File: src/rtl/blm_pkg.sv
`timescale 1ns/1ps
package blm_pkg;
    typedef enum logic [1:0] {
        ST_IDLE = 2'd0,
        ST_MEAS = 2'd1,
        ST_SYNC = 2'd2,
        ST_LOCK = 2'd3
    } blm_state_e;

    typedef enum logic [1:0] {
        CZ_NONE  = 2'd0,
        CZ_NOSIG = 2'd1,
        CZ_BADF  = 2'd2,
        CZ_LOWF  = 2'd3
    } blm_cause_e;
endpackage

File: src/rtl/blm_deglitch.sv
`timescale 1ns/1ps
module blm_deglitch #(
    parameter int STAGES = 3
) (
    input  logic clk_i,
    input  logic rst_ni,
    input  logic line_i,
    output logic lvl_o
);
    typedef struct packed {
        logic [STAGES-1:0] sh;
        logic              lvl;
    } dg_t;

    dg_t dg_d, dg_q;

    always_comb begin
        dg_d    = dg_q;
        dg_d.sh = {dg_q.sh[STAGES-2:0], line_i};
        // accept a new level only once it has been seen on two samples in a row
        if ((dg_q.sh[STAGES-1] == dg_q.sh[STAGES-2]) && (dg_q.sh[STAGES-2] != dg_q.lvl))
            dg_d.lvl = dg_q.sh[STAGES-2];
    end

    always_ff @(posedge clk_i or negedge rst_ni) begin
        if (!rst_ni) dg_q <= '0;
        else         dg_q <= dg_d;
    end

    assign lvl_o = dg_q.lvl;

    // a filtered level is never shorter than two cycles
    assert_min_width_R2: assert property (@(posedge clk_i) disable iff (!rst_ni)
        (dg_q.lvl != $past(dg_q.lvl)) |=> $stable(dg_q.lvl));
endmodule

File: src/rtl/blm_pulse_meter.sv
`timescale 1ns/1ps
module blm_pulse_meter #(
    parameter int CW      = 8,
    parameter int WIN_LEN = 1024
) (
    input  logic          clk_i,
    input  logic          rst_ni,
    input  logic          run_i,
    input  logic          lvl_i,
    output logic          done_o,
    output logic          got_o,
    output logic [CW-1:0] min_o,
    output logic [CW-1:0] max_o
);
    localparam int            WW       = $clog2(WIN_LEN);
    localparam logic [WW-1:0] WIN_LAST = WW'(WIN_LEN - 1);
    localparam logic [CW-1:0] W_SAT    = '1;

    typedef struct packed {
        logic          prev;
        logic [CW-1:0] len;
        logic          skip;
        logic [WW-1:0] win;
        logic [CW-1:0] mn;
        logic [CW-1:0] mx;
        logic          got;
        logic          done;
        logic [CW-1:0] rmn;
        logic [CW-1:0] rmx;
        logic          rgot;
    } meter_t;

    meter_t m_d, m_q;
    logic   edge_w;

    always_comb begin
        m_d      = m_q;
        m_d.done = 1'b0;
        m_d.prev = lvl_i;
        edge_w   = lvl_i ^ m_q.prev;
        if (!run_i) begin
            m_d.len  = '0;
            m_d.skip = 1'b1;
            m_d.win  = '0;
            m_d.mn   = W_SAT;
            m_d.mx   = '0;
            m_d.got  = 1'b0;
        end else begin
            if (edge_w)                 m_d.len = CW'(1);
            else if (m_q.len != W_SAT)  m_d.len = m_q.len + 1'b1;
            if (edge_w) begin
                // the first level after a start is partial and not timed
                if (m_q.skip) begin
                    m_d.skip = 1'b0;
                end else begin
                    m_d.got = 1'b1;
                    if (m_q.len < m_q.mn) m_d.mn = m_q.len;
                    if (m_q.len > m_q.mx) m_d.mx = m_q.len;
                end
            end
            if (m_q.win == WIN_LAST) begin
                m_d.done = 1'b1;
                m_d.rmn  = m_d.mn;
                m_d.rmx  = m_d.mx;
                m_d.rgot = m_d.got;
                m_d.win  = '0;
                m_d.mn   = W_SAT;
                m_d.mx   = '0;
                m_d.got  = 1'b0;
            end else begin
                m_d.win = m_q.win + 1'b1;
            end
        end
    end

    always_ff @(posedge clk_i or negedge rst_ni) begin
        if (!rst_ni) m_q <= '0;
        else         m_q <= m_d;
    end

    assign done_o = m_q.done;
    assign got_o  = m_q.rgot;
    assign min_o  = m_q.rmn;
    assign max_o  = m_q.rmx;

    // a published window that timed pulses has min not above max
    assert_min_le_max_R6: assert property (@(posedge clk_i) disable iff (!rst_ni)
        (m_q.done && m_q.rgot) |-> (m_q.rmn <= m_q.rmx));
    // results appear only while measuring
    assert_done_in_run_R11: assert property (@(posedge clk_i) disable iff (!rst_ni)
        m_q.done |-> $past(run_i));
endmodule

File: src/rtl/blm_bit_watch.sv
`timescale 1ns/1ps
module blm_bit_watch #(
    parameter int LOSS_RUN = 32,
    parameter int PERR_MAX = 16
) (
    input  logic clk_i,
    input  logic rst_ni,
    input  logic arm_loss_i,
    input  logic arm_perr_i,
    input  logic bit_vld_i,
    input  logic bit_i,
    input  logic pre_found_i,
    input  logic pre_err_i,
    output logic loss_o,
    output logic perr_o
);
    localparam int            RW      = $clog2(LOSS_RUN + 1);
    localparam int            PW      = $clog2(PERR_MAX + 1);
    localparam logic [RW-1:0] RUN_TOP = RW'(LOSS_RUN);
    localparam logic [PW-1:0] PE_TOP  = PW'(PERR_MAX);

    typedef struct packed {
        logic          last;
        logic [RW-1:0] run;
        logic [PW-1:0] pe;
    } watch_t;

    watch_t w_d, w_q;
    logic [RW-1:0] run_nx;
    logic [PW-1:0] pe_nx;

    always_comb begin
        w_d    = w_q;
        loss_o = 1'b0;
        perr_o = 1'b0;
        if ((w_q.run != '0) && (bit_i == w_q.last))
            run_nx = (w_q.run == RUN_TOP) ? RUN_TOP : w_q.run + 1'b1;
        else
            run_nx = RW'(1);
        pe_nx = (w_q.pe == PE_TOP) ? PE_TOP : w_q.pe + 1'b1;

        if (!arm_loss_i) begin
            w_d.run = '0;
        end else if (bit_vld_i) begin
            w_d.run  = run_nx;
            w_d.last = bit_i;
            loss_o   = (run_nx == RUN_TOP);
        end

        if (!arm_perr_i) begin
            w_d.pe = '0;
        end else if (pre_err_i) begin
            w_d.pe = pe_nx;
            perr_o = (pe_nx == PE_TOP);
        end else if (pre_found_i) begin
            w_d.pe = '0;
        end
    end

    always_ff @(posedge clk_i or negedge rst_ni) begin
        if (!rst_ni) w_q <= '0;
        else         w_q <= w_d;
    end

    // run length never goes past the loss limit
    assert_run_bound_R9: assert property (@(posedge clk_i) disable iff (!rst_ni)
        w_q.run <= RUN_TOP);
    // a good preamble empties the error count
    assert_perr_reset_R10: assert property (@(posedge clk_i) disable iff (!rst_ni)
        (arm_perr_i && pre_found_i && !pre_err_i) |=> (w_q.pe == '0));
endmodule

File: src/rtl/biphase_lock_monitor.sv
`timescale 1ns/1ps
module biphase_lock_monitor
    import blm_pkg::*;
#(
    parameter int CW          = 8,
    parameter int WIN_LEN     = 1024,
    parameter int MIN_RES     = 3,
    parameter int LOCK_TMO    = 768,
    parameter int LOSS_RUN    = 32,
    parameter int PERR_MAX    = 16,
    parameter int SYNC_STAGES = 3
) (
    input  logic          clk_i,
    input  logic          rst_ni,
    input  logic          enable_i,
    input  logic          line_i,
    input  logic          dec_bit_vld_i,
    input  logic          dec_bit_i,
    input  logic          pre_found_i,
    input  logic          pre_err_i,
    input  logic          lock_irq_en_i,
    output logic          unlocked_o,
    output logic          no_signal_o,
    output logic          bad_format_o,
    output logic          low_freq_o,
    output logic          lock_flag_o,
    output logic          loss_flag_o,
    output logic          rate_chg_flag_o,
    output logic          irq_o,
    output logic [CW-1:0] unit_width_o
);
    localparam int            TW       = $clog2(LOCK_TMO);
    localparam int            XW       = CW + 3;
    localparam logic [TW-1:0] TMO_LAST = TW'(LOCK_TMO - 1);
    localparam logic [CW-1:0] RES_MIN  = CW'(MIN_RES);

    typedef struct packed {
        blm_state_e    st;
        blm_cause_e    cz;
        logic [CW-1:0] unit;
        logic          lk;
        logic          ls;
        logic          rc;
        logic [TW-1:0] tmo;
    } ctl_t;

    ctl_t c_d, c_q;

    logic          lvl_w, done_w, got_w, loss_w, perr_w;
    logic [CW-1:0] mn_w, mx_w;
    logic [XW-1:0] ext_mn, ext_mx, two_mx, five_mn, four_mn;
    logic          ratio_bad, too_fine;

    blm_deglitch #(.STAGES(SYNC_STAGES)) u_dg (
        .clk_i  (clk_i),
        .rst_ni (rst_ni),
        .line_i (line_i),
        .lvl_o  (lvl_w)
    );

    blm_pulse_meter #(.CW(CW), .WIN_LEN(WIN_LEN)) u_meter (
        .clk_i  (clk_i),
        .rst_ni (rst_ni),
        .run_i  (c_q.st == ST_MEAS),
        .lvl_i  (lvl_w),
        .done_o (done_w),
        .got_o  (got_w),
        .min_o  (mn_w),
        .max_o  (mx_w)
    );

    blm_bit_watch #(.LOSS_RUN(LOSS_RUN), .PERR_MAX(PERR_MAX)) u_watch (
        .clk_i       (clk_i),
        .rst_ni      (rst_ni),
        .arm_loss_i  (c_q.st == ST_LOCK),
        .arm_perr_i  ((c_q.st == ST_SYNC) || (c_q.st == ST_LOCK)),
        .bit_vld_i   (dec_bit_vld_i),
        .bit_i       (dec_bit_i),
        .pre_found_i (pre_found_i),
        .pre_err_i   (pre_err_i),
        .loss_o      (loss_w),
        .perr_o      (perr_w)
    );

    // ratio window in integers: reject 2L <= 5S and L > 4S
    always_comb begin
        ext_mn    = {3'b000, mn_w};
        ext_mx    = {3'b000, mx_w};
        two_mx    = ext_mx << 1;
        four_mn   = ext_mn << 2;
        five_mn   = four_mn + ext_mn;
        ratio_bad = (two_mx <= five_mn) || (ext_mx > four_mn);
        too_fine  = (mn_w < RES_MIN);
    end

    always_comb begin
        c_d = c_q;
        if (!enable_i) begin
            c_d = '0;
        end else begin
            unique case (c_q.st)
                ST_IDLE: begin
                    c_d.st = ST_MEAS;
                    c_d.cz = CZ_NONE;
                end
                ST_MEAS: begin
                    if (done_w) begin
                        if (!got_w)         c_d.cz = CZ_NOSIG;
                        else if (too_fine)  c_d.cz = CZ_LOWF;
                        else if (ratio_bad) c_d.cz = CZ_BADF;
                        else begin
                            c_d.cz   = CZ_NONE;
                            c_d.unit = mn_w;
                            c_d.st   = ST_SYNC;
                            c_d.tmo  = '0;
                        end
                    end
                end
                ST_SYNC: begin
                    if (perr_w) begin
                        c_d.rc = 1'b1;
                        c_d.st = ST_MEAS;
                        c_d.cz = CZ_NONE;
                    end else if (pre_found_i && !pre_err_i) begin
                        c_d.st = ST_LOCK;
                        c_d.lk = 1'b1;
                        c_d.cz = CZ_NONE;
                    end else if (c_q.tmo == TMO_LAST) begin
                        c_d.st = ST_MEAS;
                    end else begin
                        c_d.tmo = c_q.tmo + 1'b1;
                    end
                end
                ST_LOCK: begin
                    if (perr_w) begin
                        c_d.rc = 1'b1;
                        c_d.st = ST_MEAS;
                        c_d.cz = CZ_NONE;
                    end else if (loss_w) begin
                        c_d.ls = 1'b1;
                        c_d.st = ST_MEAS;
                        c_d.cz = CZ_NOSIG;
                    end
                end
                default: c_d.st = ST_IDLE;
            endcase
        end
    end

    always_ff @(posedge clk_i or negedge rst_ni) begin
        if (!rst_ni) c_q <= '0;
        else         c_q <= c_d;
    end

    assign unlocked_o      = (c_q.st == ST_MEAS) || (c_q.st == ST_SYNC);
    assign no_signal_o     = unlocked_o && (c_q.cz == CZ_NOSIG);
    assign bad_format_o    = unlocked_o && (c_q.cz == CZ_BADF);
    assign low_freq_o      = unlocked_o && (c_q.cz == CZ_LOWF);
    assign lock_flag_o     = c_q.lk;
    assign loss_flag_o     = c_q.ls;
    assign rate_chg_flag_o = c_q.rc;
    assign irq_o           = c_q.lk && lock_irq_en_i;
    assign unit_width_o    = c_q.unit;

    assert_unlock_on_enable_R1: assert property (@(posedge clk_i) disable iff (!rst_ni)
        $rose(enable_i) |=> unlocked_o);
    assert_idle_quiet_R1: assert property (@(posedge clk_i) disable iff (!rst_ni)
        !enable_i |=> (!unlocked_o && !lock_flag_o && !loss_flag_o && !rate_chg_flag_o));
    assert_lock_on_preamble_R7: assert property (@(posedge clk_i) disable iff (!rst_ni)
        (enable_i && (c_q.st == ST_SYNC) && pre_found_i && !pre_err_i) |=> (!unlocked_o && lock_flag_o));
    assert_sync_window_R8: assert property (@(posedge clk_i) disable iff (!rst_ni)
        (c_q.st == ST_SYNC) |-> (c_q.tmo <= TMO_LAST));
    assert_loss_unlocks_R9: assert property (@(posedge clk_i) disable iff (!rst_ni)
        $rose(loss_flag_o) |-> (unlocked_o && no_signal_o));
    assert_rate_restart_R10: assert property (@(posedge clk_i) disable iff (!rst_ni)
        $rose(rate_chg_flag_o) |-> (unlocked_o && !no_signal_o));
endmodule

File: config.mk
export PLATFORM = sky130hd
export DESIGN_NAME = biphase_lock_monitor
export DESIGN_NICKNAME = d
export VERILOG_FILES = /design/src/rtl/blm_pkg.sv /design/src/rtl/blm_deglitch.sv /design/src/rtl/blm_pulse_meter.sv /design/src/rtl/blm_bit_watch.sv /design/src/rtl/biphase_lock_monitor.sv
export SDC_FILE = /design/constraint.sdc
export NUM_CORES = 1
export LEC_CHECK = 0
export BUFFER_PORTS_ARGS = -buffer_cell sky130_fd_sc_hd__buf_4
export CORE_UTILIZATION = 56
export DETAILED_ROUTE_END_ITERATION = 8
export PLACE_DENSITY = 0.76
export SLEW_MARGIN = 5
export SYNTH_ARGS = -nofsm -noshare
export SYNTH_HDL_FRONTEND = slang
export SYNTH_SLANG_ARGS = --single-unit
File: constraint.sdc
create_clock -name clk_i -period 3.6 [get_ports clk_i]
set_input_delay 0.72 -clock clk_i [delete_from_list [all_inputs] [get_ports clk_i]]
set_output_delay 0.72 -clock clk_i [all_outputs]
set_load 0.005 [all_outputs]
======== Yosys cells after proc, flatten, opt, wreduce, memory -nomap -nowiden ========
Index checks and enable logic that the tools add are counted.
cells by class
  add/subtract/negate cells ............... 6
  $lt $le $gt $ge ......................... 5
  equality and inequality tests ........... 43
  multiplexer cells ....................... 58
  bitwise logic cells ..................... 1
  reductions and logical operators ........ 23
operators by type and width
  operator               number
  $mux 10                8
  $mux 8                 8
  $mux 36                1
  $mux 35                1
  $mux 17                2
  $ne 3x3->1 const B     9
  $mux 25                1
  $mux 6                 4
  $add 10x1->10 const B  2
  $eq 10x10->1 const B   2
  $mux 5                 4
  $pmux 10 s2            1
  $mux 18                1
  $mux 2                 9
  $ne 2x1->1 const B     8
  $pmux 4 s4             1
  $mux 1                 13
  $eq 6x6->1 const B     2
  $mux 12                1
  $mux 4                 3
  $ne 2x2->1 const B     6
  $add 10x8->11          1
  $le 9x11->1            1
  $eq 5x5->1 const B     2
  28 further kinds       45
storage, ports and cells
  register bits after elaboration ......... 96
  bits of input ports ..................... 9
  output and inout port bits .............. 16
  word-level logic and storage cells ...... 159

======== Logic depth before layout (Yosys ltp) ========
  depth in word-level cells ............... 10
  depth in mapped cells ................... 18
  depth with buffers taken out ............ 17

======== Modules after synthesis ========
Synthesis repeated with hierarchy kept, for this count alone.
second synthesis, totals
  cell total of the unflattened synthesis .. 607
  area total of the unflattened synthesis .. 5821.8 um^2
by module, submodules not included
  module                times used  cells each  area each (um^2)  sequential area each (um^2)
  blm_pulse_meter       1           268         2716.4            1376.3
  biphase_lock_monitor  1           242         2145.8            625.6
  blm_bit_watch         1           92          848.3             300.3
  blm_deglitch          1           5           111.4             100.1

======== Least setup slack after synthesis ========
Ideal clock, no wire load.
  path kind ............................... register to register
  start ................................... reg u_meter.m_q (netlist bit u_meter.min_o[0])
  end ..................................... reg c_q[8] (netlist bit)
  setup time .............................. 136 ps
  data arrival time ....................... 3381 ps
  required time ........................... 3464 ps
  path slack .............................. 83 ps
  cell stages (with the launch flop) ...... 19
  buffers on the path ..................... 1
  period minus slack after synthesis ...... 3517 ps
  cell sequence ........................... dfrtp_1 ha_1 inv_1 fa_1 nor2b_1 o21a_1 nor2_1 o21bai_1 a21oi_1 xor2_1 ha_1 nand2_1 nor2_1 a41o_1 nor4b_4 a31oi_1 clkbuf_1 o31ai_1 o41ai_2
between the ends
  cells in the longest elaborated chain, start to end .. 5
  elaborated cells between the ends (all ways) .. 8
  classes of those cells .................. 1 x add/sub; 3 x order compare; 2 x eq/ne; 2 x reduce/logical
RTL lines
  what                                   line                         text
  start: declaration                     blm_pulse_meter.sv:33        meter_t m_d, m_q;
  start signal: assignment               blm_pulse_meter.sv:78        else m_q <= m_d;
  $add 10x8->11                          biphase_lock_monitor.sv:91   five_mn = four_mn + ext_mn;
  $le 9x11->1                            biphase_lock_monitor.sv:92   ratio_bad = (two_mx <= five_mn) || (ext_mx > four_mn);
  $logic_or 1x1->1                       biphase_lock_monitor.sv:92
  $ne 3x3->1 (no source line)            -
  $reduce_and 8->1 (no source line) (*)  -
  end signal: assignment                 biphase_lock_monitor.sv:151  if (!rst_ni) c_q <= '0;
  end signal: assignment                 biphase_lock_monitor.sv:152  else c_q <= c_d;
  end: declaration                       biphase_lock_monitor.sv:47   ctl_t c_d, c_q;
Mark *: on every way between the ends. The rest lies on a longest branch, timed or not.
A chain may end at the register's enable or synchronous reset.

======== Worst setup path in the final report ========
  start ................................... reg u_meter.m_q (netlist bit u_meter.min_o[2])
  end ..................................... reg c_q (netlist bit unit_width_o[2])
between the ends
  cells in the longest elaborated chain, start to end .. 6
  elaborated cells between the ends (all ways) .. 14
  classes of those cells .................. 1 x add/sub; 3 x order compare; 2 x eq/ne; 6 x mux; 2 x reduce/logical
RTL lines
  what
  branches (longest 6 deep; another with $add 10x8->11)
Several ways; the timed one is not identified. The select of a mux whose other input is x is not followed.

==> results.yml <==
die:
  fp.dieW_microns: 102
  fp.coreArea_sq_mm: 0.00977
  initial_utilization_pct: 57.5
  boundaryPins: 25
  fp-row-count: 36
  fp.dieArea_sq_mm: 0.0104
  floorplan.die.height_microns: 102
setup_path:
  regToRegSetupSlack_ns: -0.17
  critical_path.endpoint_type: "flop"
  cp_data_arrival_time_ns: 4.01
  startpoint_type: "flop"
  rr_startpoint: "u_meter.min_o[2]"
  critPathLaunch: "u_meter.min_o[2]"
  critical_path_peak_fanout: 8
  crit_required_ns: 3.83
  worst_r2r_path_depth: 18
  rr_endpoint: "unit_width_o[2]"
  criticalPathCategory: "reg2reg"
global_route:
  grt_start_max_net_pins: 63
  global_route_wire_length_before_repair_mm: 19.7
  grt.overflow.total: 0
  vias_in_the_first_global_route: 4185
  track_usage_pct: 24.4
  antenna_found_initial: 0
placed_design:
  dp_hpwl_mm: 8.42
  port_buffers: 24
  worst_slack_at_placement_ns: -0.102
  globalplace.congestion: 0.850
synthesis:
  yosys_warnings: 0
  synth_flop_cell: "sky130_fd_sc_hd__dfrtp_1"
  seq_total_area_yosys_pct: 42.7
  yosys.cell_types.count: 61
  synthesis.nets: 651
  synth_seq_cells: 96
  synth_area_per_cell_sq_um: 9.45
  synth_largest_area_cell: "sky130_fd_sc_hd__dfrtp_1"
  number_of_cells_produced_by_synthesis: 595
  synthTopCellsByArea: "sky130_fd_sc_hd__dfrtp_1, sky130_fd_sc_hd__ha_1, sky130_fd_sc_hd__nor2_1"
  synth_async_sr_flop_share_pct: 100
  synth.cell_area_sq_mm: 0.00562
  synth-edff-count: 0
  synth_top_area_share_pct: 42.7
route:
  antenna_violating_nets_post_route: 0
  dr.pass1.iters: 4
  routed_via_density: 5.75
  totalWireLength_mm: 12.2
  route.detailed.drc: 0
  routedWlPerCell_microns: 16.0
  detail_route.iter0.violations: 125
  vias: 4390
pwr:
  powerDensity_mw_per_mm2: 430
  total_leakage_power_nw: 2.94
  power.share.sequential_pct: 46.2
  max-vdd-ir-drop_uv: 284
  power.share.clock_pct: 26.4
  netSwitchingPower_uw: 942
  netSwitchingFraction_pct: 34.6
  internal_power_mw: 1.78
  fraction_of_power_consumed_by_combinational_cells_pct: 27.4
layout:
  n_antenna_cell: 0
  layout_area_growth_over_synthesis_pct: 12.7
  drive_above_1_share_pct: 14.1
  final_layout_net_count: 683
  seqCellArea_sq_mm: 0.00240
  n_fill_cell: 784
  multi_input_gate_area_in_the_final_layout_sq_mm: 0.00308
clocking:
  cts_max_level: 3
  clk_sinks: 96
  clock_tree_from_tritoncts: "done"
  clk_latency_ns: 0.37
  cts_inserted_buffers: 9
  clk_path_buf_depth: 2
  clk_transition_reported_paths_ns: 0.10
  hold_buffers: 0
  cts_root_buffer: "sky130_fd_sc_hd__clkbuf_8"
timing:
  setup_viol_count_final: 17
  maxClockFrequency_ghz: 0.265
  grt_setup_unrepaired: "true"
  total_neg_setup_slack_ns: -1.06
  tightest_slew_ns: 0.675
  post-route-period-util_pct: 105
  timing.max_slew.rel_slack_pct: 55.0
  hold_violation_total_from_the_final_report: 0
  worst_slack_ns: -0.175
  finalClockSkew_ns: 0.0150
  slew_violations: 0
  post-route-min-period_ns: 3.77
hold_path:
  holdCritPathClass: "in2async"
outcome:
  status: "complete, but fails checks"
  failing_checks: "negative setup slack"
run:
  drv.max_cap_violation_count: 0
kinds of logic after synthesis:
family	count (synthesis)	synth area share (%)
and+or+nand+nor	216	19.2
DFF	96	42.7
xor gates and xnor gates	20	3.11
muxes	29	5.25
buffers and inverters	65	4.89
adders and majority gates	48	10.8
AOI/OAI and AO/OA	121	14.1
synth_stat cells (all sizes together), types with 3 or more instances:
cell	instances
dfrtp	96
nor2	73
nand2	48
ha	46
inv	42
o21ai	35
a21oi	25
mux2i	25
nand3	22
xor2	14
and3	13
o31ai	13
clkbuf	12
buf	10
o21a	9
nand2b	8
nand4	8
and2	7
a31oi	6
nor2b	6
xnor2	6
a211oi	5
a21o	5
nor3	5
mux2	4
nor4	4
or2	4
a2111oi	3
nand3b	3
nor4bb	3
o211ai	3
o22ai	3
or3	3
repair_timing:
action / CTS / global route
pin swaps: 1 / 5
setup endpoints to repair: 19 / 20
gates cloned: 0 / 2
buffers inserted: 1 / 4
endpoints found under the hold margin: 0 / 0
gates resized for setup: 6 / 26
area by class of cell:
cell class                 instances  area share [%]
sequential                        96            37.9
clock inverter                     5           0.908
multi-input combinational        435            48.5
clock buffer                      10            2.17
tap                              133            2.62
timing repair buffer              42            5.29
inverter                          43            2.55
sequential cells by signal (all words and copies together) (netlist names), 2 cells and up:
name	count
c_q	14
u_dg.dg_d	2
u_meter.m_q	37
u_meter.max_o	8
u_meter.min_o	8
u_watch.w_q	12
unit_width_o	8
worst max-delay path, cell delays in order, from the launching register on:
cell and delay [ns]:
sky130_fd_sc_hd__dfrtp_1 0.40, sky130_fd_sc_hd__ha_2 0.21, sky130_fd_sc_hd__inv_2 0.04, sky130_fd_sc_hd__fa_2 0.37
sky130_fd_sc_hd__nor2b_4 0.14, sky130_fd_sc_hd__o21a_1 0.14, sky130_fd_sc_hd__nor2_2 0.05, sky130_fd_sc_hd__o21bai_1 0.18
sky130_fd_sc_hd__a21oi_1 0.12, sky130_fd_sc_hd__xor2_1 0.16, sky130_fd_sc_hd__ha_1 0.31, sky130_fd_sc_hd__nand2_1 0.09
sky130_fd_sc_hd__nor2_2 0.06, sky130_fd_sc_hd__a41o_1 0.26, sky130_fd_sc_hd__nor4b_4 0.34, sky130_fd_sc_hd__buf_4 0.20
sky130_fd_sc_hd__nand4_4 0.19, sky130_fd_sc_hd__mux2i_1 0.29, sky130_fd_sc_hd__nor2_1 0.10
worst max-delay path by stage:
stage | end | cells past startpoint
after floorplan | c_q[8] | 18
after global placement | unit_width_o[2] | 18
after detailed placement | unit_width_o[1] | 18
after CTS | c_q[9] | 18
after global routing | unit_width_o[2] | 18
final | unit_width_o[2] | 18
power groups by stage:
stage	clock network (mW)	registers [mW]	logic, mW
5_1_grt	0.773	1.27	0.842
4_1_cts	0.733	1.26	0.709
6_report	0.719	1.26	0.746
3_3_place_gp	0	1.27	0.675
2_1_floorplan	0	1.25	0.488
3_5_place_dp	0	1.28	0.700
cells in the final DEF (no fill, tap or decap), types with 4 or more instances in the layout:
cell,instances
sky130_fd_sc_hd__nand4_1,7
sky130_fd_sc_hd__nor2_1,71
sky130_fd_sc_hd__nor3_1,5
sky130_fd_sc_hd__nor2b_1,5
sky130_fd_sc_hd__mux2i_1,25
sky130_fd_sc_hd__inv_1,41
sky130_fd_sc_hd__and2_1,7
sky130_fd_sc_hd__a21oi_1,25
sky130_fd_sc_hd__nand2b_1,8
sky130_fd_sc_hd__clkbuf_8,10
sky130_fd_sc_hd__a211oi_1,4
sky130_fd_sc_hd__o21a_1,9
sky130_fd_sc_hd__nand3_1,22
sky130_fd_sc_hd__xor2_1,14
sky130_fd_sc_hd__nand2_1,48
sky130_fd_sc_hd__mux2_2,4
sky130_fd_sc_hd__o21ai_0,32
sky130_fd_sc_hd__a21o_1,5
sky130_fd_sc_hd__ha_1,43
sky130_fd_sc_hd__buf_4,39
sky130_fd_sc_hd__a31oi_1,5
sky130_fd_sc_hd__xnor2_1,6
sky130_fd_sc_hd__dfrtp_1,94
sky130_fd_sc_hd__o31ai_1,8
sky130_fd_sc_hd__and3_1,13
metal layers:
layer,track usage (%),up-vias,share of wire [%]
met3,3.63,22,2.6
met5,0,-,0
met4,9.67,0,2.1
met1,31.5,2135,46
li1,-,2153,-
met2,41.4,80,49
metrics by stage:
| stage | area, sq um | util (%) | hold slack (ns) | power, mW | cells |
|---|---|---|---|---|---|
| floorplan | 5620 | - | 0.331 | 1.74 | 595 |
| global placement | 5960 | 61.0 | 0.347 | 1.95 | 742 |
| detailed placement | 5960 | 61.0 | 0.352 | 1.98 | 742 |
| CTS | 6190 | 63.3 | 0.309 | 2.70 | 758 |
| global route | 6340 | 64.9 | 0.337 | 2.89 | 764 |
| finish | 6340 | 64.9 | 0.301 | 2.72 | 764 |
Power figures use the tool's default switching activity.
